**src/rtl/phy_tp_pkg.sv**
```systemverilog
package phy_tp_pkg;

    typedef enum logic [2:0] {
        ST_IDLE  = 3'd0,
        ST_PRE   = 3'd1,
        ST_SETUP = 3'd2,
        ST_FALL  = 3'd3,
        ST_SWAP  = 3'd4,
        ST_RISE  = 3'd5,
        ST_CLEAR = 3'd6
    } tp_state_e;

endpackage

```
**src/rtl/phy_tp_timer.sv**
```systemverilog
module phy_tp_timer #(
    parameter int HOLD_W = 4
) (
    input  logic              clk,
    input  logic              rst_n,
    input  logic              load,
    input  logic [HOLD_W-1:0] load_len,
    output logic              done
);

    logic [HOLD_W-1:0] cnt_q;

    always_ff @(posedge clk or negedge rst_n) begin
        if (!rst_n) begin
            cnt_q <= '0;
        end else if (load) begin
            cnt_q <= load_len - HOLD_W'(1);
        end else if (cnt_q != '0) begin
            cnt_q <= cnt_q - HOLD_W'(1);
        end
    end

    assign done = (cnt_q == '0);

endmodule

```
**src/rtl/phy_tp_capture.sv**
```systemverilog
module phy_tp_capture #(
    parameter int DATA_W = 8,
    parameter int HOLD_W = 4
) (
    input  logic              clk,
    input  logic              rst_n,
    input  logic              take,
    input  logic [DATA_W-1:0] code_i,
    input  logic [DATA_W-1:0] value_i,
    input  logic [HOLD_W-1:0] hold_i,
    output logic [DATA_W-1:0] code_q,
    output logic [DATA_W-1:0] value_q,
    output logic [HOLD_W-1:0] hold_q
);

    always_ff @(posedge clk or negedge rst_n) begin
        if (!rst_n) begin
            code_q  <= '0;
            value_q <= '0;
            hold_q  <= HOLD_W'(1);
        end else if (take) begin
            code_q  <= code_i;
            value_q <= value_i;
            hold_q  <= hold_i;
        end
    end

endmodule

```
**src/rtl/phy_tp_fsm.sv**
```systemverilog
module phy_tp_fsm
    import phy_tp_pkg::*;
#(
    parameter int DATA_W = 8
) (
    input  logic              clk,
    input  logic              rst_n,
    input  logic              req_valid,
    input  logic              clr_req,
    input  logic              phase_done,
    input  logic [DATA_W-1:0] code_q,
    input  logic [DATA_W-1:0] value_q,
    output logic              is_idle,
    output logic              accept,
    output logic              phase_load,
    output logic              req_ready,
    output logic              busy,
    output logic              tp_clk,
    output logic              tp_en,
    output logic [DATA_W-1:0] tp_din,
    output logic              tp_clr
);

    tp_state_e state_q;
    tp_state_e state_d;

    // state register
    always_ff @(posedge clk or negedge rst_n) begin
        if (!rst_n) begin
            state_q <= ST_IDLE;
        end else begin
            state_q <= state_d;
        end
    end

    // transitions
    always_comb begin
        state_d = state_q;
        unique case (state_q)
            ST_IDLE: begin
                if (clr_req) begin
                    state_d = ST_CLEAR;
                end else if (req_valid) begin
                    state_d = ST_PRE;
                end
            end
            ST_PRE:   if (phase_done) state_d = ST_SETUP;
            ST_SETUP: if (phase_done) state_d = ST_FALL;
            ST_FALL:  if (phase_done) state_d = ST_SWAP;
            ST_SWAP:  if (phase_done) state_d = ST_RISE;
            ST_RISE:  if (phase_done) state_d = ST_IDLE;
            ST_CLEAR: if (phase_done) state_d = ST_IDLE;
            default:  state_d = ST_IDLE;
        endcase
    end

    assign is_idle    = (state_q == ST_IDLE);
    assign req_ready  = is_idle && !clr_req;
    assign accept     = req_ready && req_valid;
    assign phase_load = (state_d != state_q);
    assign busy       = !is_idle;

    // port outputs
    always_comb begin
        tp_clk = 1'b1;
        tp_en  = 1'b0;
        tp_din = '0;
        tp_clr = 1'b0;
        unique case (state_q)
            ST_IDLE, ST_PRE: begin
                tp_clk = 1'b1;
            end
            ST_SETUP: begin
                tp_en  = 1'b1;
                tp_din = code_q;
            end
            ST_FALL: begin
                tp_clk = 1'b0;
                tp_en  = 1'b1;
                tp_din = code_q;
            end
            ST_SWAP: begin
                tp_clk = 1'b0;
                tp_din = value_q;
            end
            ST_RISE: begin
                tp_din = value_q;
            end
            ST_CLEAR: begin
                tp_clr = 1'b1;
            end
            default: begin
                tp_clk = 1'b1;
            end
        endcase
    end

endmodule

```
**src/rtl/phy_tp_seq.sv**
```systemverilog
module phy_tp_seq #(
    parameter int DATA_W = 8,
    parameter int HOLD_W = 4
) (
    input  logic              clk,
    input  logic              rst_n,
    input  logic [HOLD_W-1:0] cfg_hold,
    input  logic              req_valid,
    output logic              req_ready,
    input  logic [DATA_W-1:0] req_code,
    input  logic [DATA_W-1:0] req_value,
    input  logic              clr_req,
    output logic              busy,
    output logic              tp_clk,
    output logic              tp_en,
    output logic [DATA_W-1:0] tp_din,
    output logic [DATA_W-1:0] tp_dout,
    output logic              tp_clr
);

    logic [HOLD_W-1:0] hold_in;
    logic [HOLD_W-1:0] hold_q;
    logic [HOLD_W-1:0] load_len;
    logic [DATA_W-1:0] code_q;
    logic [DATA_W-1:0] value_q;
    logic              is_idle;
    logic              accept;
    logic              phase_load;
    logic              phase_done;

    assign hold_in  = (cfg_hold == '0) ? HOLD_W'(1) : cfg_hold;
    assign load_len = is_idle ? hold_in : hold_q;
    assign tp_dout  = '0;

    phy_tp_capture #(
        .DATA_W (DATA_W),
        .HOLD_W (HOLD_W)
    ) i_capture (
        .clk     (clk),
        .rst_n   (rst_n),
        .take    (accept),
        .code_i  (req_code),
        .value_i (req_value),
        .hold_i  (hold_in),
        .code_q  (code_q),
        .value_q (value_q),
        .hold_q  (hold_q)
    );

    phy_tp_timer #(
        .HOLD_W (HOLD_W)
    ) i_timer (
        .clk      (clk),
        .rst_n    (rst_n),
        .load     (phase_load),
        .load_len (load_len),
        .done     (phase_done)
    );

    phy_tp_fsm #(
        .DATA_W (DATA_W)
    ) i_fsm (
        .clk        (clk),
        .rst_n      (rst_n),
        .req_valid  (req_valid),
        .clr_req    (clr_req),
        .phase_done (phase_done),
        .code_q     (code_q),
        .value_q    (value_q),
        .is_idle    (is_idle),
        .accept     (accept),
        .phase_load (phase_load),
        .req_ready  (req_ready),
        .busy       (busy),
        .tp_clk     (tp_clk),
        .tp_en      (tp_en),
        .tp_din     (tp_din),
        .tp_clr     (tp_clr)
    );

endmodule

```
**config.mk**
```make
export PLATFORM = sky130hd
export DESIGN_NAME = phy_tp_seq
export DESIGN_NICKNAME = d
export VERILOG_FILES = /design/src/rtl/phy_tp_pkg.sv /design/src/rtl/phy_tp_timer.sv /design/src/rtl/phy_tp_capture.sv /design/src/rtl/phy_tp_fsm.sv /design/src/rtl/phy_tp_seq.sv
export SDC_FILE = /design/constraint.sdc
export NUM_CORES = 1
export LEC_CHECK = 0
export CAP_MARGIN = 20
export CORE_UTILIZATION = 30
export DETAILED_ROUTE_END_ITERATION = 8
export MAX_ROUTING_LAYER = met4
export PLACE_DENSITY_LB_ADDON = 0.2
export SETUP_SLACK_MARGIN = 0.02
export SKIP_CTS_REPAIR_TIMING = 1
export SLEW_MARGIN = 20
export SYNTH_ARGS = -nofsm -noshare
export SYNTH_HDL_FRONTEND = slang
export SYNTH_SLANG_ARGS = --single-unit
```
**constraint.sdc**
```tcl
create_clock -name clk -period 6.25 [get_ports clk]
set_input_delay 1.25 -clock clk [delete_from_list [all_inputs] [get_ports clk]]
set_output_delay 1.25 -clock clk [all_outputs]
set_load 0.005 [all_outputs]
```
==> results.yml <==
clock_network:
  cts_tree: "done"
  cts.clk_slew.worst_paths_ns: 0.09
  cts_buffers: 3
  root_buffer: "clkbuf_8"
  htree_levels: 1
  cts_max_path_buffers: 2
  clock_latency_ns: 0.27
  clock_sinks: 27
grt:
  first_global_vias: 1264
  grt_max_degree: 28
  overflow: 0
  grt_pass1_wl_um: 5671
  antenna_found_initial: 0
  grt_usage: 0.1394
synthesis:
  ys_seq_area_frac: 0.4356
  yosys_warnings: 0
  synth_async_sr_flop_share: 1.000
  ys_ff_latch: 27
  synth.distinct_cells: 43
  post_synth.cell_area_avg_um2: 10.43
  synth_enable_flop_cells: 0
  synthTopCellsByArea: "dfrtp_1 (42%), mux2_1 (14%), a22oi_1 (4.3%)"
  synth_flop_cell: "dfrtp_1"
  yosys.area.top_type: "dfrtp_1"
  synthCells: 149
  netlist_area_um2: 1554
  yosysTopAreaCellShare: 0.4187
sta:
  tightestPinTransition_ns: 0.9971
  timing.final.ws_setup_ns: 2.639
  skew_ns: 0.0007915
  period_share: 0.5777
  setup-violations-final: 0
  slew_headroom: 0.3352
  slew_viol_final: 0
  final-hold-violation-count: 0
  rsz0062_at_grt: "no"
  finalSetupTns_ns: 0
  max_freq_mhz: 277.0
  fin_crit_ns: 3.611
power_and_ir_drop:
  power_per_cell_area_nw_per_um2: 488.0
  cellLeakagePower_uw: 0.0007838
  worst_ir_drop_vdd_mv: 0.2013
  p_sw_frac: 0.3843
  combPwrFrac: 0.537
  p_sw_uw: 370.4
  pwr-share-seq: 0.362
  intPower_uw: 593.6
  clockPowerShare: 0.102
critical_path:
  cp.buffers_inverters: 2
  cp_data_required_time_ns: 5.00
  path_cells: "clkdlybuf4s50_1, nor2_1, clkdlybuf4s50_1"
  crit_family: "buffers and inverters"
  reg2reg_from: "i_fsm.state_q[1]"
  critPathMostFrequentCell: "clkdlybuf4s50_1"
  setup.worst_path.end_class: "primary output"
  rr_worst_depth: 10
  crit_slowest_cell: "clkdlybuf4s50_1"
  regToRegEndpoint: "i_timer.cnt_q[2]"
  arrival_ns: 2.36
  path_max_fanout: 5
  critPathKind: "in2out"
  start_kind: "primary input"
  reg2reg_slack_ns: 3.17
  cpPeakStageDelay_ns: 0.51
floorplanning:
  die_area_um2: 5472
  die_h_um: 73.97
  row_count: 25
  core_um2: 4848
  floorplan.initialDensity: 0.3205
  ios: 45
  die_w_um: 73.97
routing:
  vias: 1220
  via_per_inst: 4.939
  drt_iter0_markers: 46
  wl_per_cell_um: 13.82
  dr.pass1.iters: 4
  drtAntennaViolNets: 0
  drc: 0
  wl_um: 3413
cells_and_area:
  fill_cells: 485
  nets: 209
  final_cells: 247
  drive_gt1_frac: 0.05556
  utilization: 0.4075
  area_growth_pct: 27.13
  layout_common_cells: "clkdlybuf4s50_1 (36), dfrtp_1 (26), mux2_1 (19)"
  num_antenna_cells: 0
  layout_commonest_cell: "clkdlybuf4s50_1"
status:
  run_status: "finished clean"
placed_design:
  dp_hpwl_um: 2526
  place_inst: 243
  port-buffer-count: 36
  gp_congestion: 0.9118
  place_ws_ns: 2.589
min_path:
  hold_class: "reg2reg"
  holdPathStages: 2
  holdPathEnd: "i_capture.hold_q[0]"
  hold_start: "i_capture.hold_q[0]"
job:
  maxCapViolCount: 0
-- registers in the layout, summed over array words and instances, names as in the netlist --
register / cells
i_capture.hold_q: 4
i_capture.code_q: 8
i_timer.cnt_q: 4
i_fsm.state_q: 3
i_capture.value_q: 8
-- final cells by class --
cell class	instances	area, µm²	share of cell area
repair buffers	37	367.9	0.1862
inverters	3	11.26	0.005700
flip-flops and latches	27	676.9	0.3426
well taps	67	83.83	0.04243
multi-input cells	109	790.8	0.4003
clock buffers	4	45.04	0.02280
-- metrics by stage --
| stage | area, µm² | hold slack, ns | total power (µW) |
|---|---|---|---|
| global route | 1976 | 0.5104 | 1056 |
| CTS | 1976 | 0.4856 | 975.5 |
| floorplan | 1580 | 0.4528 | 680.0 |
| detailed placement | 1931 | 0.4718 | 872.1 |
| global placement | 1931 | 0.4665 | 863.0 |
| finish | 1976 | 0.4856 | 964.0 |
-- worst max path at each step --
stage                                   to  cells past startpoint  slack [ns]              from
final                            req_ready                      3        2.64           clr_req
after global routing             tp_din[0]                      4        2.53  i_fsm.state_q[1]
after CTS                        req_ready                      3        2.64           clr_req
after detailed placement  i_timer.cnt_q[2]                     10        2.59           clr_req
after global placement           req_ready                      3        2.67           clr_req
after floorplan           i_timer.cnt_q[2]                      9        3.24           clr_req
-- Yosys cell counts, types with 2 or more instances --
| master | count |
|---|---|
| nor2_1 | 10 |
| nand2b_1 | 2 |
| o21ai_1 | 3 |
| a22oi_1 | 9 |
| inv_2 | 2 |
| buf_2 | 3 |
| mux2_1 | 19 |
| o31ai_1 | 2 |
| o22ai_1 | 2 |
| nor2b_1 | 10 |
| clkbuf_1 | 4 |
| o21ai_0 | 2 |
| a21oi_1 | 8 |
| nand2_1 | 4 |
| dfrtp_1 | 26 |
| nand3_1 | 2 |
| ha_1 | 4 |
| buf_4 | 9 |
| nor3_1 | 4 |
-- power by group through the flow --
| stage | combinational, µW | sequential, µW | clock (µW) |
|---|---|---|---|
| after global routing | 584 | 362 | 109 |
| after global placement | 515 | 348 | 0 |
| after detailed placement | 521 | 351 | 0 |
| after CTS | 524 | 348 | 103 |
| after floorplan | 365 | 315 | 0 |
| final | 517 | 349 | 98.0 |
-- tightest hold or removal path: stages (launching register included) --
cell and delay [ns]:
dfstp_2 0.38, nand2_1 0.05, o21ai_1 0.05
-- per-layer routing --
layer / global-route usage / vias up / part of all wire
met5: - / - / 0
met4: 0.04701 / 0 / 0.013
met3: 0.02710 / 4 / 0.038
met2: 0.2242 / 31 / 0.50
met1: 0.1753 / 602 / 0.45
li1: - / 583 / -
-- logic make-up after synthesis --
| group | Yosys count | synth area share |
|---|---|---|
| buffers and inverters | 20 | 0.07245 |
| AOI/OAI and AO/OA | 36 | 0.1610 |
| DFF | 27 | 0.4356 |
| other | 1 | 0.002413 |
| adders and majority gates | 4 | 0.03221 |
| xor gates and xnor gates | 1 | 0.005637 |
| and+or+nand+nor | 40 | 0.1466 |
| muxes | 20 | 0.1441 |
Note: power is estimated with default switching activity, not from simulation.
